### src/rtl/dbg_seq_pkg.sv
package dbg_seq_pkg;
    localparam int STATE_W     = 2;
    localparam int NUM_STATES  = 1 << STATE_W;
    localparam int NONFINAL    = NUM_STATES - 1;

    typedef enum logic [STATE_W-1:0] {
        SEQ_S0    = 2'd0,
        SEQ_S1    = 2'd1,
        SEQ_S2    = 2'd2,
        SEQ_FINAL = 2'd3
    } seq_state_e;

    typedef struct packed {
        logic brk_bgnd;
        logic brk_swi;
        logic trace;
    } seq_evt_t;

    function automatic int cfg_base(input int stage, input int cmp, input int ncmp);
        return (stage * ncmp + cmp) * STATE_W;
    endfunction
endpackage

### src/rtl/dbg_seq_next.sv
module dbg_seq_next
    import dbg_seq_pkg::*;
#(
    parameter int NUM_CMP = 3,
    localparam int CFG_W  = NONFINAL * NUM_CMP * STATE_W
) (
    input  seq_state_e           cur_i,
    input  logic [NUM_CMP-1:0]   match_i,
    input  logic [CFG_W-1:0]     cfg_i,
    output logic                 hit_o,
    output seq_state_e           nxt_o
);
    logic [STATE_W-1:0] fld [NUM_CMP];
    int                 sidx;

    always_comb sidx = (cur_i == SEQ_FINAL) ? 0 : int'(cur_i);

    for (genvar c = 0; c < NUM_CMP; c++) begin : g_fld
        assign fld[c] = cfg_i[cfg_base(sidx, c, NUM_CMP) +: STATE_W];
    end

    always_comb begin
        nxt_o = cur_i;
        for (int c = NUM_CMP - 1; c >= 0; c--) begin
            if (match_i[c]) nxt_o = seq_state_e'(fld[c]);
        end
        hit_o = |match_i;
    end
endmodule

### src/rtl/dbg_seq_brk.sv
module dbg_seq_brk
    import dbg_seq_pkg::*;
(
    input  logic     fire_i,
    input  logic     brk_en_i,
    input  logic     use_swi_i,
    input  logic     bgnd_en_i,
    input  logic     secure_i,
    output seq_evt_t evt_o
);
    logic want_bgnd;

    always_comb begin
        want_bgnd      = brk_en_i && !use_swi_i;
        evt_o.brk_bgnd = fire_i && want_bgnd && bgnd_en_i;
        evt_o.brk_swi  = fire_i && brk_en_i && (use_swi_i || !bgnd_en_i);
        evt_o.trace    = fire_i && !secure_i;
    end
endmodule

### src/rtl/dbg_seq_top.sv
module dbg_seq_top
    import dbg_seq_pkg::*;
#(
    parameter int NUM_CMP = 3,
    localparam int CFG_W  = NONFINAL * NUM_CMP * STATE_W
) (
    input  logic               clk,
    input  logic               rst,
    input  logic               arm_i,
    input  logic               disarm_i,
    input  logic [NUM_CMP-1:0] match_i,
    input  logic               sw_trig_i,
    input  logic [CFG_W-1:0]   nxt_cfg_i,
    input  logic               brk_en_i,
    input  logic               brk_use_swi_i,
    input  logic               secure_i,
    input  logic               bgnd_en_i,
    input  logic               bgnd_active_i,
    input  logic               bgnd_access_i,
    output logic [STATE_W-1:0] seq_state_o,
    output logic               armed_o,
    output logic               brk_bgnd_o,
    output logic               brk_swi_o,
    output logic               trace_trig_o
);
    seq_state_e state_q;
    seq_state_e nxt_st;
    logic       armed_q;
    logic       hit;
    logic       suppress;
    logic       fire;
    seq_evt_t   evt;

    dbg_seq_next #(.NUM_CMP(NUM_CMP)) u_next (
        .cur_i   (state_q),
        .match_i (match_i),
        .cfg_i   (nxt_cfg_i),
        .hit_o   (hit),
        .nxt_o   (nxt_st)
    );

    always_comb begin
        suppress = bgnd_active_i || bgnd_access_i;
        fire     = armed_q && (state_q == SEQ_FINAL);
    end

    always_ff @(posedge clk) begin
        if (rst) begin
            state_q <= SEQ_S0;
            armed_q <= 1'b0;
        end else if (disarm_i || fire) begin
            state_q <= SEQ_S0;
            armed_q <= 1'b0;
        end else if (!armed_q) begin
            state_q <= SEQ_S0;
            if (arm_i) armed_q <= 1'b1;
        end else if (sw_trig_i) begin
            state_q <= SEQ_FINAL;
        end else if (hit && !suppress) begin
            state_q <= nxt_st;
        end
    end

    dbg_seq_brk u_brk (
        .fire_i    (fire),
        .brk_en_i  (brk_en_i),
        .use_swi_i (brk_use_swi_i),
        .bgnd_en_i (bgnd_en_i),
        .secure_i  (secure_i),
        .evt_o     (evt)
    );

    assign seq_state_o  = state_q;
    assign armed_o      = armed_q;
    assign brk_bgnd_o   = evt.brk_bgnd;
    assign brk_swi_o    = evt.brk_swi;
    assign trace_trig_o = evt.trace;
endmodule

### config.mk
export PLATFORM = sky130hd
export DESIGN_NAME = dbg_seq_top
export DESIGN_NICKNAME = d
export VERILOG_FILES = /design/src/rtl/dbg_seq_pkg.sv /design/src/rtl/dbg_seq_next.sv /design/src/rtl/dbg_seq_brk.sv /design/src/rtl/dbg_seq_top.sv
export SDC_FILE = /design/constraint.sdc
export NUM_CORES = 1
export LEC_CHECK = 0
export BUFFER_PORTS_ARGS = -buffer_cell sky130_fd_sc_hd__buf_2
export CORE_AREA = 2 2 49 51
export CTS_CLUSTER_SIZE = 12
export DETAILED_ROUTE_END_ITERATION = 10
export DIE_AREA = 0 0 51 53
export PLACE_DENSITY = 0.75
export SYNTH_ARGS = -nofsm -noshare
export SYNTH_HDL_FRONTEND = slang
export SYNTH_SLANG_ARGS = --single-unit
export TNS_END_PERCENT = 50
### constraint.sdc
create_clock -name clk -period 3.75 [get_ports clk]
set_clock_uncertainty 0.1 [all_clocks]
set_input_delay 0.375 -clock clk [delete_from_list [all_inputs] [get_ports clk]]
set_output_delay 0.375 -clock clk [all_outputs]
set_load 0.01 [all_outputs]
## Yosys cells after proc, flatten, opt, wreduce, memory -nomap -nowiden

Index checks and enable logic that the tools add are counted.
W data, S select, Z words.

- Register bits after elaboration: 3
- Input bits: 32

- $add $sub $neg: 2
- Multipliers: 1
- Eq/ne operators: 1
- Shift operators: 3
- Multiplexer cells: 8
- Bitwise gates (word level): 1
- Reductions and logical operators: 21

Operator list:

| cell | number |
|---|---|
| $shiftx A18 B32 Y2 | 3 |
| $mul A32 B3 Y31 const B | 1 |
| $add A31 B2 Y31 const B | 1 |
| $add A31 B3 Y31 const B | 1 |
| $mux W2 | 6 |
| $logic_and A1 B1 Y1 | 8 |
| $reduce_or A3 Y1 | 2 |
| $logic_not A1 Y1 | 4 |
| $reduce_bool A4 Y1 | 1 |
| $logic_or A1 B1 Y1 | 3 |
| $eq A2 B2 Y1 const B | 1 |
| $mux W1 | 2 |
| $reduce_and A2 Y1 | 1 |
| $reduce_bool A2 Y1 | 1 |
| $reduce_or A2 Y1 | 1 |
| $not A1 Y1 | 1 |

## Longest topological paths before layout

- Depth in word-level cells: 10
- Depth in mapped cells: 9
- Gate-level depth less buffers: 8

## Cells and area by module

A second synthesis with hierarchy kept.

- Cells, all modules: 63
- Area, all modules: 478.0 um2

By module, submodules not included:

| module | instances | cells each | area each (um2) | seq. area each (um2) |
|---|---|---|---|---|
| dbg_seq_next | 1 | 41 | 315.3 | 0.0 |
| dbg_seq_top | 1 | 17 | 131.4 | 60.1 |
| dbg_seq_brk | 1 | 5 | 31.3 | 0.0 |

## Worst setup path before layout

No wires, ideal clock.

- Path type: register -> register
- From: register state_q[1], in the netlist seq_state_o[1]
- To: register state_q[1], in the netlist seq_state_o[1]
- Data arrival time: 2207 ps
- Data required time: 3571 ps
- Path slack: 1365 ps
- Cell stages (with the launch flop): 10
- Path buffers: 1
- Clock period less this slack: 2385 ps
- Cells stage by stage: dfxtp_1 inv_1 ha_1 and2b_1 or2_1 buf_4 mux2i_1 a221o_1 or4b_1 o211ai_1

- Longest elaborated chain between the ends: 10

Ends and longest elaborated chain:

| element | line | source |
|---|---|---|
| from (decl) | dbg_seq_top.sv:26 | `seq_state_e state_q;` |
| from (signal assigned) | dbg_seq_top.sv:60 | `state_q <= nxt_st;` |
| $eq A2 B2 Y1 | dbg_seq_next.sv:16, dbg_seq_top.sv:44 |  |
| $mux W2 | dbg_seq_next.sv:16 | `always_comb sidx = (cur_i == SEQ_FINAL) ? 0 : int'(cur_i);` |
| $mul A32 B3 Y31 | dbg_seq_pkg.sv:20 | `return (stage * ncmp + cmp) * STATE_W;` |
| $add A31 B3 Y31 | dbg_seq_pkg.sv:20 |  |
| $shiftx A18 B32 Y2 | dbg_seq_next.sv:19 | `assign fld[c] = cfg_i[cfg_base(sidx, c, NUM_CMP) +: STATE_W];` |
| $mux W2 (3 in a row) | dbg_seq_next.sv:25 | `if (match_i[c]) nxt_o = seq_state_e'(fld[c]);` |
| $mux W2 | dbg_seq_top.sv:59 | `end else if (hit && !suppress) begin` |
| $mux W2 | dbg_seq_top.sv:57 | `end else if (sw_trig_i) begin` |

Several ways; a longest one is shown, not always the timed one. The select of a mux whose other input is x is not followed.
A chain may end at the register's enable or synchronous reset.

## Worst setup path after layout

Same ends and word-level chain as after synthesis.

==> summary.txt <==
Run status
  • Status: complete, no violations

Floorplanning
  • Core area: 2150 sq um
  • Vert. Die Dim: between 50 and 60 um
  • Die W: between 50 and 60 um
  • Initial Util: between 30% and 40%
  • Number of placement rows: 17
  • Full die area: around 2700 sq um
  • Ports: 38

Power and ir drop
  • VDD IR-drop max: ~0.22 mV
  • Sw Pwr: roughly 0.055 mW
  • Sw Share: around a third
  • Pleak: 0.440 nW
  • Pwr Density: around 160 nW/um^2
  • Power Internal: about 0.11 mW
  • Logic pwr share: between 40 and 50%
  • Share of power burned in the clock network: 35.0%
  • Proportion of power drawn by flip-flops and latches: 20.7%

Drt
  • WL/cell: about 13 um
  • Vias per cell: around 5.5
  • DR pass1 iterations: 4
  • 1st-iter DRT viols: 22
  • DR WL met2: 1010 um
  • Routed vias: 928
  • Top Layer Used: met4
  • M1 WL: ~960 um
  • Detail Route Antenna Nets: 0
  • DR WL met3: about 150 um
  • Final WL: 2150 um
  • Drc violations: 0

Clocking
  • Root Buffer Master: clkbuf_4
  • PostCTS Resize Cnt: 0
  • CTS tree: done
  • # H-tree levels: 1
  • Setup Buffers After CTS: 0
  • Clk Latency, worst-skew pair: 240 ps
  • CTS max path bufs: 2
  • # hold bufs at CTS: 0
  • Total clock sinks: 3
  • Clk slew on worst S/H paths: ~40 ps
  • CTS buffer count: 3

Yosys
  • Post-synth cell types: between 40 and 50
  • Yosys reg bits: 3
  • Top-area cell type share of the netlist area: 7.75%
  • Post-synth EDFFs: 0
  • Cell Area, Synth: 807 sq um
  • Most frequent cell after synthesis: nand2b_1
  • Cell taking the most area after synthesis: nand2b_1
  • Commonest cells in the netlist: nand2b_1, nand2_1, a21oi_1, nor2_1
  • Synth top area cells: nand2b_1, dfxtp_1, mux2_2
  • Simple logic cell fraction of the synthesized area: a little under a third
  • Mux contribution to synthesized area: a little under an eighth
  • Post-synthesis sequential area ratio: 7.44%
  • Yosys warnings: 0
  • Synthesized net count: around 140
  • Compound-Gate Fraction of Synth Area: 34.7%
  • Largest family of logic cells by synthesized area: compound AO/OA/AOI/OAI gates
  • Syn Inst Count: between 100 and 150
  • XOR/XNOR share of the synthesized area: 3.26%
  • Post-synth top flop: dfxtp_1
  • Mean area per synthesized cell: roughly 7.5 sq um
  • Adder-cell share of the synthesized area: 4.65%
  • Ys async rst share: 0%

Critical path
  • CP max-delay cell: or4b_1
  • CP endpoint kind: register
  • WP buf/inv: 1
  • Worst EP required: between 3000 and 4000 ps
  • WP data arrival: about 2700 ps
  • Crit start category: register
  • Critical path type: register to register
  • Crit path max fanout: 13
  • CP delay by family, top: simple AND/OR/NAND/NOR gates
  • Critical-path cell list: inv_1, ha_1, and2b_1, or2_1, mux2i_1, a221o_1, or4b_1, o211ai_1
  • CP max stage delay: 500 ps

Final layout
  • Area delta synth->final: 25.6%
  • Fin nets: ~180
  • Diodes inserted: 0
  • Fillers: 236
  • Cell area after layout: 1010 sq um
  • Layout cells sized above 1: 33.8%

STA
  • Pins Over Slew Limit: 0
  • Fmax: approximately 380 MHz
  • Period minus WS final: approximately 2700 ps
  • Slew HR: about two thirds
  • Endpoints failing setup: 0
  • Setup TNS: 0 ps
  • Worst-margin pin slew: 486 ps
  • Tcrit/Tclk final: 70.7%
  • RSZ-0062 raised after global routing: no
  • Final hold vios: 0

GRT
  • Largest net degree at the start of global routing: 19
  • GRT overflow: 0
  • First-pass GRT wire length: approximately 3600 um
  • GRT Total Usage: 17.6%
  • Antenna violations before repair: 0
  • Vias in the first global route: 883

Placed design
  • Port bufs: 37
  • DP HPWL: about 1700 um
  • Post-DP Area: between 900 and 1000 sq um
  • Routability congestion estimate: around 0.85

Hold path
  • Worst hold path type: input port to register

Job
  • Maxcap violations: 0
==> power groups by stage <==
stage               clock network, mW  registers (mW)  logic, mW
floorplan                           0          0.0349     0.0457
global placement                    0          0.0345     0.0698
detailed placement                  0          0.0346     0.0723
CTS                            0.0595          0.0342     0.0726
global route                   0.0630          0.0344     0.0808
finish                         0.0578          0.0342     0.0729
==> stage by stage <==
step                      utilization [%]  hold WS, ps  setup slack [ps]  total power [mW]  cells
after floorplan                         -          348              1360            0.0805    108
after CTS                            47.2          261              1100             0.166    170
after global placement               46.0          493              1180             0.104    166
final                                47.2          261              1100             0.165    170
after global routing                 47.2          268               966             0.178    170
after detailed placement             46.0          505              1130             0.107    166
==> final timing paths <==
check / from / cells after the start / slack (ps) / to
worst max-delay path: seq_state_o[1]$_SDFFE_PP0P_ / 8 / 1100 / seq_state_o[1]$_SDFFE_PP0P_
worst min-delay path: disarm_i / 2 / 260 / armed_o$_SDFF_PP0_
worst max register to register: seq_state_o[1]$_SDFFE_PP0P_ / 8 / 1100 / seq_state_o[1]$_SDFFE_PP0P_
worst min register to register: armed_o$_SDFF_PP0_ / 2 / 530 / armed_o$_SDFF_PP0_
==> routing by layer <==
layer,GRT usage [%],vias to the layer above
li1,-,471
met1,21.3,421
met2,30.7,31
met3,3.67,5
met4,5.86,0
met5,0,-
==> layout by cell type, fill, tap and decap left out, types with 2 or more instances in the layout <==
cell type / instances
a211oi_1: 3
a21oi_1: 6
a221oi_1: 4
and2b_1: 2
and3_1: 2
buf_2: 37
clkbuf_4: 3
dfxtp_1: 3
ha_1: 3
inv_1: 5
mux2_2: 5
mux2i_1: 4
nand2_1: 7
nand2b_1: 10
nor2_1: 6
nor2b_1: 4
nor4b_1: 2
o211ai_1: 2
o21a_1: 2
o21ai_0: 3
o221ai_1: 2
o22ai_1: 4
o31ai_1: 3
or2b_1: 2
xnor2_1: 2
==> flip-flops by register name, indices dropped and copies added (netlist names) <==
name / count
armed_o: 1
seq_state_o: 2
==> kinds of logic after synthesis <==
family / after synthesis
AOI/OAI and AO/OA: 36
xor gates and xnor gates: 3
adders and majority gates: 3
buffers and inverters: 12
DFF: 3
muxes: 9
and+or+nand+nor: 42
==> layout make-up <==
cell class                      instances  area, sq um  share of cell area, %
Tap cell                               28         35.0                   3.46
Multi-Input combinational cell         93          688                   67.9
Inverter                                5         18.8                   1.85
Timing Repair Buffer                   37          185                   18.3
Clock buffer                            4         26.3                   2.59
Sequential cell                         3         60.1                   5.93
Power figures use the tool's default switching activity.
